[src/rtl/tmr16_pkg.sv]
package tmr16_pkg;
  localparam int CNT_W      = 16;
  localparam int BYTE_W     = 8;
  localparam int OFS_RUN    = 0;
  localparam int OFS_STAT   = 6;
  localparam int CH_STRIDE  = 8;
  localparam int OFS_CTRL   = 0;
  localparam int OFS_CNT_HI = 2;
  localparam int OFS_CNT_LO = 3;
  localparam int SEL_W      = 3;
endpackage

[src/rtl/tmr16_prescaler.sv]
module tmr16_prescaler #(
  parameter int PRE_W = 3
) (
  input  logic                     clk,
  input  logic                     rst,
  input  logic                     run,
  input  logic [tmr16_pkg::SEL_W-1:0] sel,
  output logic                     tick
);
  logic [PRE_W-1:0] phase_q;
  logic [PRE_W-1:0] mask;

  always_comb begin
    mask = '0;
    for (int i = 0; i < PRE_W; i++)
      if (int'(sel) > i) mask[i] = 1'b1;
  end

  always_ff @(posedge clk) begin
    if (rst || !run) phase_q <= '0;
    else             phase_q <= phase_q + 1'b1;
  end

  assign tick = run && ((phase_q & mask) == mask);


  phase_restart_chk: assert property (@(posedge clk) disable iff (rst)
    !run |=> (phase_q == '0));
endmodule

[src/rtl/tmr16_channel.sv]
module tmr16_channel #(
  parameter int PRE_W = 3
) (
  input  logic                        clk,
  input  logic                        rst,
  input  logic                        run,
  input  logic                        ctrl_we,
  input  logic [tmr16_pkg::BYTE_W-1:0] ctrl_wd,
  input  logic                        hi_we,
  input  logic                        lo_we,
  input  logic [tmr16_pkg::BYTE_W-1:0] hi_wd,
  input  logic [tmr16_pkg::BYTE_W-1:0] lo_wd,
  output logic [tmr16_pkg::BYTE_W-1:0] ctrl_q,
  output logic [tmr16_pkg::CNT_W-1:0]  cnt_q,
  output logic                        ovf_o
);
  import tmr16_pkg::*;
  localparam int HALF = CNT_W / 2;

  logic             tick;
  logic             load;
  logic [CNT_W-1:0] cnt_d;

  tmr16_prescaler #(.PRE_W(PRE_W)) u_pre (
    .clk (clk),
    .rst (rst),
    .run (run),
    .sel (ctrl_q[SEL_W-1:0]),
    .tick(tick)
  );

  assign load = hi_we || lo_we;

  always_comb begin
    cnt_d = cnt_q;
    if (load) begin
      if (hi_we) cnt_d[CNT_W-1:HALF] = hi_wd;
      if (lo_we) cnt_d[HALF-1:0]     = lo_wd;
    end else if (tick) begin
      cnt_d = cnt_q + 1'b1;
    end
  end

  assign ovf_o = tick && !load && (cnt_q == '1);

  always_ff @(posedge clk) begin
    if (rst) begin
      ctrl_q <= '0;
      cnt_q  <= '0;
    end else begin
      if (ctrl_we) ctrl_q <= ctrl_wd;
      cnt_q <= cnt_d;
    end
  end


  wrap_zero_chk: assert property (@(posedge clk) disable iff (rst)
    ovf_o |=> (cnt_q == '0));

  stopped_hold_chk: assert property (@(posedge clk) disable iff (rst)
    (!run && !load) |=> $stable(cnt_q));
endmodule

[src/rtl/tmr16_common.sv]
module tmr16_common #(
  parameter int NUM_CH = 3
) (
  input  logic                        clk,
  input  logic                        rst,
  input  logic                        run_we,
  input  logic [NUM_CH-1:0]           run_wd,
  input  logic                        stat_we,
  input  logic [NUM_CH-1:0]           flag_wd,
  input  logic [NUM_CH-1:0]           ie_wd,
  input  logic [NUM_CH-1:0]           ovf_in,
  output logic [NUM_CH-1:0]           run_o,
  output logic [tmr16_pkg::BYTE_W-1:0] run_rd,
  output logic [tmr16_pkg::BYTE_W-1:0] stat_rd,
  output logic [NUM_CH-1:0]           irq_o
);
  localparam int IE_POS = 4;

  logic [NUM_CH-1:0] flag_q, flag_d;
  logic [NUM_CH-1:0] ie_q, ie_d;

  always_comb begin
    for (int n = 0; n < NUM_CH; n++)
      flag_d[n] = ovf_in[n] | (flag_q[n] & ~(stat_we & ~flag_wd[n]));
    ie_d = stat_we ? ie_wd : ie_q;
  end

  always_ff @(posedge clk) begin
    if (rst) begin
      run_o  <= '0;
      flag_q <= '0;
      ie_q   <= '0;
      irq_o  <= '0;
    end else begin
      if (run_we) run_o <= run_wd;
      flag_q <= flag_d;
      ie_q   <= ie_d;
      irq_o  <= flag_d & ie_d;
    end
  end

  always_comb begin
    run_rd  = '0;
    stat_rd = '0;
    for (int n = 0; n < NUM_CH; n++) begin
      run_rd[n]           = run_o[n];
      stat_rd[n]          = flag_q[n];
      stat_rd[n + IE_POS] = ie_q[n];
    end
  end


  ovf_wins_chk: assert property (@(posedge clk) disable iff (rst)
    (ovf_in != '0) |=> ((flag_q & $past(ovf_in)) == $past(ovf_in)));

  flag_sticky_chk: assert property (@(posedge clk) disable iff (rst)
    !stat_we |=> ((flag_q & $past(flag_q)) == $past(flag_q)));

  irq_match_chk: assert property (@(posedge clk) disable iff (rst)
    1'b1 |=> (irq_o == (flag_q & ie_q)));
endmodule

[src/rtl/tmr16_unit.sv]
module tmr16_unit #(
  parameter int NUM_CH = 3,
  parameter int ADDR_W = 5,
  parameter int PRE_W  = 3
) (
  input  logic              clk,
  input  logic              rst,
  input  logic [ADDR_W-1:0] bus_addr,
  input  logic              bus_wr,
  input  logic              bus_rd,
  input  logic              bus_half,
  input  logic [15:0]       bus_wdata,
  output logic [15:0]       bus_rdata,
  output logic [NUM_CH-1:0] irq
);
  import tmr16_pkg::*;
  localparam int IE_POS = 4;

  initial begin
    assert (NUM_CH <= IE_POS && (NUM_CH + 1) * CH_STRIDE <= (1 << ADDR_W))
      else $error("tmr16_unit: channel count does not fit the map");
  end

  logic [BYTE_W-1:0] ch_ctrl [NUM_CH];
  logic [CNT_W-1:0]  ch_cnt  [NUM_CH];
  logic [NUM_CH-1:0] ch_ovf;
  logic [NUM_CH-1:0] run_v;
  logic [BYTE_W-1:0] run_rd, stat_rd;
  logic [ADDR_W-1:0] a_even, a_odd;

  assign a_even = {bus_addr[ADDR_W-1:1], 1'b0};
  assign a_odd  = {bus_addr[ADDR_W-1:1], 1'b1};

  function automatic logic hit(input logic [ADDR_W-1:0] b);
    return bus_wr && (bus_half ? (b[ADDR_W-1:1] == bus_addr[ADDR_W-1:1])
                               : (b == bus_addr));
  endfunction

  function automatic logic [BYTE_W-1:0] lane(input logic [ADDR_W-1:0] b);
    return (bus_half && !b[0]) ? bus_wdata[15:8] : bus_wdata[7:0];
  endfunction

  localparam logic [ADDR_W-1:0] A_RUN  = ADDR_W'(OFS_RUN);
  localparam logic [ADDR_W-1:0] A_STAT = ADDR_W'(OFS_STAT);

  logic [BYTE_W-1:0] stat_lane;
  assign stat_lane = lane(A_STAT);

  tmr16_common #(.NUM_CH(NUM_CH)) u_common (
    .clk    (clk),
    .rst    (rst),
    .run_we (hit(A_RUN)),
    .run_wd (lane(A_RUN)),
    .stat_we(hit(A_STAT)),
    .flag_wd(stat_lane[NUM_CH-1:0]),
    .ie_wd  (stat_lane[IE_POS+NUM_CH-1:IE_POS]),
    .ovf_in (ch_ovf),
    .run_o  (run_v),
    .run_rd (run_rd),
    .stat_rd(stat_rd),
    .irq_o  (irq)
  );

  for (genvar k = 0; k < NUM_CH; k++) begin : g_ch
    localparam logic [ADDR_W-1:0] A_CTRL = ADDR_W'((k + 1) * CH_STRIDE + OFS_CTRL);
    localparam logic [ADDR_W-1:0] A_HI   = ADDR_W'((k + 1) * CH_STRIDE + OFS_CNT_HI);
    localparam logic [ADDR_W-1:0] A_LO   = ADDR_W'((k + 1) * CH_STRIDE + OFS_CNT_LO);

    tmr16_channel #(.PRE_W(PRE_W)) u_ch (
      .clk    (clk),
      .rst    (rst),
      .run    (run_v[k]),
      .ctrl_we(hit(A_CTRL)),
      .ctrl_wd(lane(A_CTRL)),
      .hi_we  (hit(A_HI)),
      .lo_we  (hit(A_LO)),
      .hi_wd  (lane(A_HI)),
      .lo_wd  (lane(A_LO)),
      .ctrl_q (ch_ctrl[k]),
      .cnt_q  (ch_cnt[k]),
      .ovf_o  (ch_ovf[k])
    );
  end

  function automatic logic [BYTE_W-1:0] rd_byte(input logic [ADDR_W-1:0] a);
    logic [BYTE_W-1:0] v;
    v = '0;
    if (a == A_RUN)  v = run_rd;
    if (a == A_STAT) v = stat_rd;
    for (int k = 0; k < NUM_CH; k++) begin
      if (a == ADDR_W'((k + 1) * CH_STRIDE + OFS_CTRL))   v = ch_ctrl[k];
      if (a == ADDR_W'((k + 1) * CH_STRIDE + OFS_CNT_HI)) v = ch_cnt[k][CNT_W-1:BYTE_W];
      if (a == ADDR_W'((k + 1) * CH_STRIDE + OFS_CNT_LO)) v = ch_cnt[k][BYTE_W-1:0];
    end
    return v;
  endfunction

  always_ff @(posedge clk) begin
    if (rst)          bus_rdata <= '0;
    else if (bus_rd)  bus_rdata <= bus_half ? {rd_byte(a_even), rd_byte(a_odd)}
                                            : {8'h00, rd_byte(bus_addr)};
  end


  rdata_hold_chk: assert property (@(posedge clk) disable iff (rst)
    !bus_rd |=> $stable(bus_rdata));

  byte_read_upper_zero_chk: assert property (@(posedge clk) disable iff (rst)
    (bus_rd && !bus_half) |=> (bus_rdata[15:8] == 8'h00));
endmodule

[config.mk]
export PLATFORM = sky130hd
export DESIGN_NAME = tmr16_unit
export DESIGN_NICKNAME = d
export VERILOG_FILES = /design/src/rtl/tmr16_pkg.sv /design/src/rtl/tmr16_prescaler.sv /design/src/rtl/tmr16_channel.sv /design/src/rtl/tmr16_common.sv /design/src/rtl/tmr16_unit.sv
export SDC_FILE = /design/constraint.sdc
export NUM_CORES = 1
export LEC_CHECK = 0
export BUFFER_PORTS_ARGS = -buffer_cell sky130_fd_sc_hd__buf_2
export CAP_MARGIN = 5
export CORE_UTILIZATION = 34
export DETAILED_ROUTE_END_ITERATION = 8
export MAX_ROUTING_LAYER = met4
export PLACE_DENSITY = 0.56
export SYNTH_ARGS = -nofsm -noshare
export SYNTH_HDL_FRONTEND = slang
export SYNTH_SLANG_ARGS = --single-unit
[constraint.sdc]
create_clock -name clk -period 1.8 [get_ports clk]
set_input_delay 0.27 -clock clk [delete_from_list [all_inputs] [get_ports clk]]
set_output_delay 0.27 -clock clk [all_outputs]
set_load 0.05 [all_outputs]
==> Word-level counts from Yosys, hierarchy flattened <==
Cells that the tools add are included.
{ "word_totals": {"ff_bits": 109, "input_bits": 26, "out_inout_bits": 19, "word_cells": 200} }
{ "op_classes": {"addsub": 6, "magnitude_cmp": 9, "eq_ne": 46, "mux": 58, "bitwise_logic": 19, "reduce_logical": 45} }
{ "op_table": {"columns": ["op", "count"], "rows": [
  ["8-bit two-way mux", 26],
  ["16-bit two-way mux", 7],
  ["16-bit by 1-bit adder with 16-bit output, second input constant", 3],
  ["16-bit equality test, second input constant", 3],
  ["5-bit equality test, first input constant", 6],
  ["5-bit equality test, second input constant", 6],
  ["1-bit logical AND", 20],
  ["1-bit two-way mux", 20],
  ["3-bit by 1-bit > comparator with 1-bit output, second input constant", 6],
  ["4-bit equality test, first input constant", 4],
  ["4-bit equality test, second input constant", 4],
  ["4-bit by 5-bit equality test with 1-bit output, first input constant", 3],
  ["5-bit by 4-bit equality test with 1-bit output, second input constant", 3],
  ["5-bit logical NOT", 3],
  ["3-bit AND", 4],
  ["3-bit two-way mux", 4],
  ["2-bit by 1-bit != test with 1-bit output, second input constant", 6],
  ["2-bit AND reduction", 6],
  ["3-bit by 1-bit adder with 3-bit output, second input constant", 3],
  ["3-bit equality test", 3],
  ["3-bit by 2-bit > comparator with 1-bit output, second input constant", 3],
  ["3-bit by 4-bit equality test with 1-bit output, first input constant", 2],
  ["4-bit by 3-bit equality test with 1-bit output, second input constant", 2],
  ["7-bit two-way mux", 1],
  ["other kinds (11)", 35]
]} }

==> Longest topological paths before layout <==
{ "depth": {"ltp_word": 13, "ltp_mapped": 8, "mapped_depth_nobuf": 6} }

==> Cells and area by module <==
Synthesis repeated with hierarchy kept, for this count alone.
{ "hier_totals": {"cells_unflattened": 977, "area_unflattened_um2": 7905.1} }
{ "modules_own_cells": {"columns": ["mod", "instances", "cells_each", "area_each_um2", "seq_area_each_um2"], "rows": [
  ["tmr16_channel", 3, 153, 1387.6, 480.5],
  ["tmr16_unit", 1, 421, 2839.0, 320.3],
  ["tmr16_common", 1, 49, 483.0, 240.2],
  ["tmr16_prescaler", 3, 16, 140.1, 60.1]
]} }

==> Worst setup path before layout <==
No wires, ideal clock.
{ "synth_path": {"path_kind": "reg-to-reg", "start": "register g_ch[2].u_ch.cnt_q[1] in the netlist's numbering", "end": "register g_ch[2].u_ch.cnt_q[14] in the netlist's numbering", "setup_time_ns": 0.117, "arrival_ns": 1.633, "required_time_ns": 1.683, "setup_slack_ns": 0.050, "stages_incl_launch_ff": 7, "path_buffers": 0, "period_less_slack_ns": 1.750, "path_cell_list": "dfxtp_1 > ha_1 > nand3_1 > nor4_1 > a221oi_1 > o21bai_1 > a32o_1"} }
{ "synth_via": {"elab_chain_cells": 3} }
{ "synth_rtl": {"columns": ["item", "line_no", "text"], "rows": [
  ["start, declared", "tmr16_channel.sv:14", "output logic [tmr16_pkg::CNT_W-1:0] cnt_q,"],
  ["start signal, assigned", "tmr16_channel.sv:52", "cnt_q <= cnt_d;"],
  ["16-bit by 1-bit adder with 16-bit output", "tmr16_channel.sv:40", "cnt_d = cnt_q + 1'b1;"],
  ["16-bit two-way mux", "tmr16_channel.sv:39", "end else if (tick) begin"],
  ["16-bit two-way mux", "tmr16_channel.sv:36", "if (load) begin"]
]} }
Every way passes these cells. The select of a mux whose other input is x is not followed.
A chain may end at the register's enable or synchronous reset.

==> Worst setup path in the final report <==
{ "layout_path": {"start": "register g_ch[0].u_ch.cnt_q[0] in the netlist's numbering", "end": "register u_common.irq_o[0]"} }
{ "layout_via": {"elab_chain_cells": 4} }
{ "layout_rtl": {"columns": ["item", "line_no", "text"], "rows": [
  ["start, declared", "tmr16_channel.sv:14", null],
  ["start signal, assigned", "tmr16_channel.sv:52", null],
  ["16-bit equality test", "tmr16_channel.sv:44", "assign ovf_o = tick && !load && (cnt_q == '1);"],
  ["1-bit logical AND", "tmr16_channel.sv:44", null],
  ["1-bit bitwise OR", "tmr16_common.sv:24", "flag_d[n] = ovf_in[n] | (flag_q[n] & ~(stat_we & ~flag_wd[n]));"],
  ["3-bit AND", "tmr16_common.sv:38", "irq_o <= flag_d & ie_d;"],
  ["end signal, assigned", "tmr16_common.sv:38", null],
  ["end, declared", "tmr16_common.sv:15", "output logic [NUM_CH-1:0] irq_o"]
]} }
Every way passes these cells.

==> impl_results.md <==
- Total die area: 20700 um2
- Critical path class: flop to flop
- Global-route wire length before repair: 42700 um
- Die Y: 144 um
- WP data arrival: 2100 ps
- DP Area: 8650 um2
- Final core utilization: 0.461
- Total power: 5.24 mW
- Vias in the first global route: 7161
- Largest area contributor in the netlist: dfxtp_1
- Cts bufs inserted: 9
- # rows: 51
- M1 wire length: 12400 um
- Syn avg cell area: 7.66 um2
- # hold bufs at CTS: 0
- Share of the synthesized area in the top cell type: 0.318
- Clock skew: 12.3 ps
- Synth top area cells: dfxtp_1, a21oi_1, nor2_1, nand2_1, a211oi_1
- Yosys warns: 0
- Failing checks: setup timing
- Via count: 7840
- Max Freq: 551 MHz
- Diode count: 0
- Final hold vios: 0
- Nets: 1111
- Slew margin rel.: 0.641
- Initial DRC Count: 920
- Peak supply drop: 0.383 mV
- Crit Path Max Fanout: 3
- Residual DRC count: 0
- Core ar.: 19600 um2
- Syn_nets: 928
- Synth cell types: 87
- Routed length per placed instance: 21.1 um
- Drt pass-1 iters: 5
- Synth Register Bits: 109
- Mapped Area: 6860 um2
- Commonest cells post-synth: dfxtp_1, nor2_1, a21oi_1, nand2_1
- Number of synthesized flops with an enable pin: 0
- Design Area, Final: 9030 um2
- Layout cells sized above 1: 0.279
- Asr flop ratio synth: 0
- Largest net degree at the start of global routing: 87
- Startpoint types: flop
- Max Cap Violations: 0
- Initial antenna violation count: 0
- Starting Density: 0.350
- Clock slew seen by the registers of the worst setup and hold paths: 80 ps
- CTS H-tree depth: 3
- Post-DP HPWL: 22100 um
- Critical Path End Type: flop
- # IOs: 45
- Root buf cell: clkbuf_16
- Total gr overflow: 0
- Placed Cells: 1333
- Dominant cell by count in the synthesized netlist: dfxtp_1
- Worst Hold Margin: 213 ps
- Worst skew pair latency: 370 ps
- CTS Buffer Depth: 2
- Period Utilization, post-route: 1.01
- Run status: finished with violations
- Worst-Margin Slew: 538 ps
- Power Dens Cells: 581 nW/um2
- Commonest register cell after synthesis: dfxtp_1
- GP Congestion: 1.01
- CP required: 2090 ps
- GR Util All Layers: 0.288
- Seq/Total Area, Yosys: 0.318
- Crit path time final: 1810 ps
- Worst hold path class: input port to flop
- Routed met3 length: 2630 um
- Slew Viols, Final: 0
- Die Wd: 144 um
- Area Overhead vs Synth: 31.6%
- Uppermost layer routed: met4
- Num Clock Sinks: 109
- Routed vias/inst: 5.82
- Met2 Wirelength: 12700 um
- DRT Wirelength: 28500 um
- Port Buf Inserts: 44
- DRT antenna net count: 0
- Syn Inst Count: 896
- RSZ-0062 raised after global routing: true
- Setup violators final: 1
- Final setup margin: -14.0 ps
- CTS tree: yes
- Cell leakage power: 3.49 nW
- Finished Layout Cells: 1348
## area by class of cell
type,instances,area (um2)
timing repair buffer,237,1780
sequential,109,2190
fill,2027,10600
clock buffer,11,233
inverter,9,33.8
clock inverter,4,26.3
multi-input combinational,713,4440
tap,265,332
## timing repair
item                                    4_1_cts  5_1_grt
endpoints found under the hold margin         0        0
resized for setup                             2       32
setup buffers                                 0        1
pin swaps                                     1        8
endpoints found under the setup margin        1       33
## routing by layer
layer | up-vias | GRT usage
li1 | 3750 | -
met4 | 0 | 0.0845
met2 | 371 | 0.432
met3 | 53 | 0.0626
met5 | - | -
met1 | 3666 | 0.385
## cells in the final DEF, fill, tap and decap left out, types with 4 or more instances in the layout
| cell type | count |
|---|---|
| clkbuf_16 | 9 |
| a31oi_1 | 6 |
| nor2b_1 | 6 |
| a22oi_1 | 6 |
| buf_12 | 8 |
| inv_1 | 9 |
| nand3_1 | 26 |
| nand2b_1 | 6 |
| o2bb2ai_1 | 4 |
| a221oi_1 | 9 |
| nand4_1 | 13 |
| o31ai_1 | 7 |
| a311oi_1 | 7 |
| nor3_1 | 39 |
| nor2_2 | 7 |
| a211oi_1 | 41 |
| buf_2 | 43 |
| o32ai_1 | 10 |
| nand2_1 | 87 |
| nor2_1 | 100 |
| ha_1 | 4 |
| o21bai_1 | 4 |
| a21oi_1 | 90 |
| or3b_1 | 4 |
| dfxtp_1 | 106 |
| a21o_1 | 8 |
| buf_4 | 184 |
| o21ai_0 | 40 |
| and4_1 | 6 |
| mux2i_1 | 24 |
| o21a_1 | 5 |
| and3_1 | 14 |
| nand3b_1 | 7 |
| o22ai_1 | 7 |
| a22o_1 | 5 |
| o21ai_1 | 19 |
| mux2_2 | 4 |
## registers in the layout, summed over array words and instances, names as in the netlist
name and flops:
bus_rdata 16, g_ch.u_ch.cnt_q 48, g_ch.u_ch.ctrl_q 24, g_ch.u_ch.u_pre.phase_q 9, u_common.flag_q 3, u_common.ie_q 3, u_common.irq_o 3, u_common.run_o 3
## cells by family (layout without fill, tap and decap cells)
family	Yosys count	in the layout	synth area share
adder cells (fa/ha/maj)	6	6	0.0109
flip-flops	109	109	0.318
buffers and inverters	74	261	0.0503
AO/OA/AOI/OAI	319	319	0.312
multiplexers	28	28	0.0416
XOR/XNOR	3	3	0.00383
AND/OR/NAND/NOR	357	357	0.263
## critical path: stages (launching register included)
cell	delay [ps]
dfxtp_2	360
ha_4	140
nand4_1	150
or4b_4	610
nor3_4	190
a31oi_2	140
nor3_1	150
## power breakdown
part | total, mW | switching (mW) | internal [mW]
clock network | 1.87 | 0.939 | 0.931
registers | 2.47 | 0.0270 | 2.44
logic | 0.901 | 0.552 | 0.349
## final timing paths
kind	from	to	slack (ps)	cells past startpoint
max	g_ch[0].u_ch.cnt_q[0]$_SDFFE_PP0P_	u_common.irq_o[0]$_SDFF_PP0_	-10	6
min	bus_wdata[1]	g_ch[2].u_ch.cnt_q[1]$_SDFFE_PP0P_	210	3
max reg2reg	g_ch[0].u_ch.cnt_q[0]$_SDFFE_PP0P_	u_common.irq_o[0]$_SDFF_PP0_	-10	6
min reg2reg	bus_rdata[15]$_SDFFE_PP0P_	bus_rdata[15]$_SDFFE_PP0P_	440	2
## through the flow
| step | setup TNS (ps) | setup slack, ps |
|---|---|---|
| floorplan | 0 | 49.8 |
| global placement | -5320 | -265 |
| detailed placement | -7380 | -318 |
| CTS | 0 | 23.2 |
| global route | -83.1 | -37.8 |
| finish | -14.0 | -14.0 |
Power figures use the tool's default switching activity.
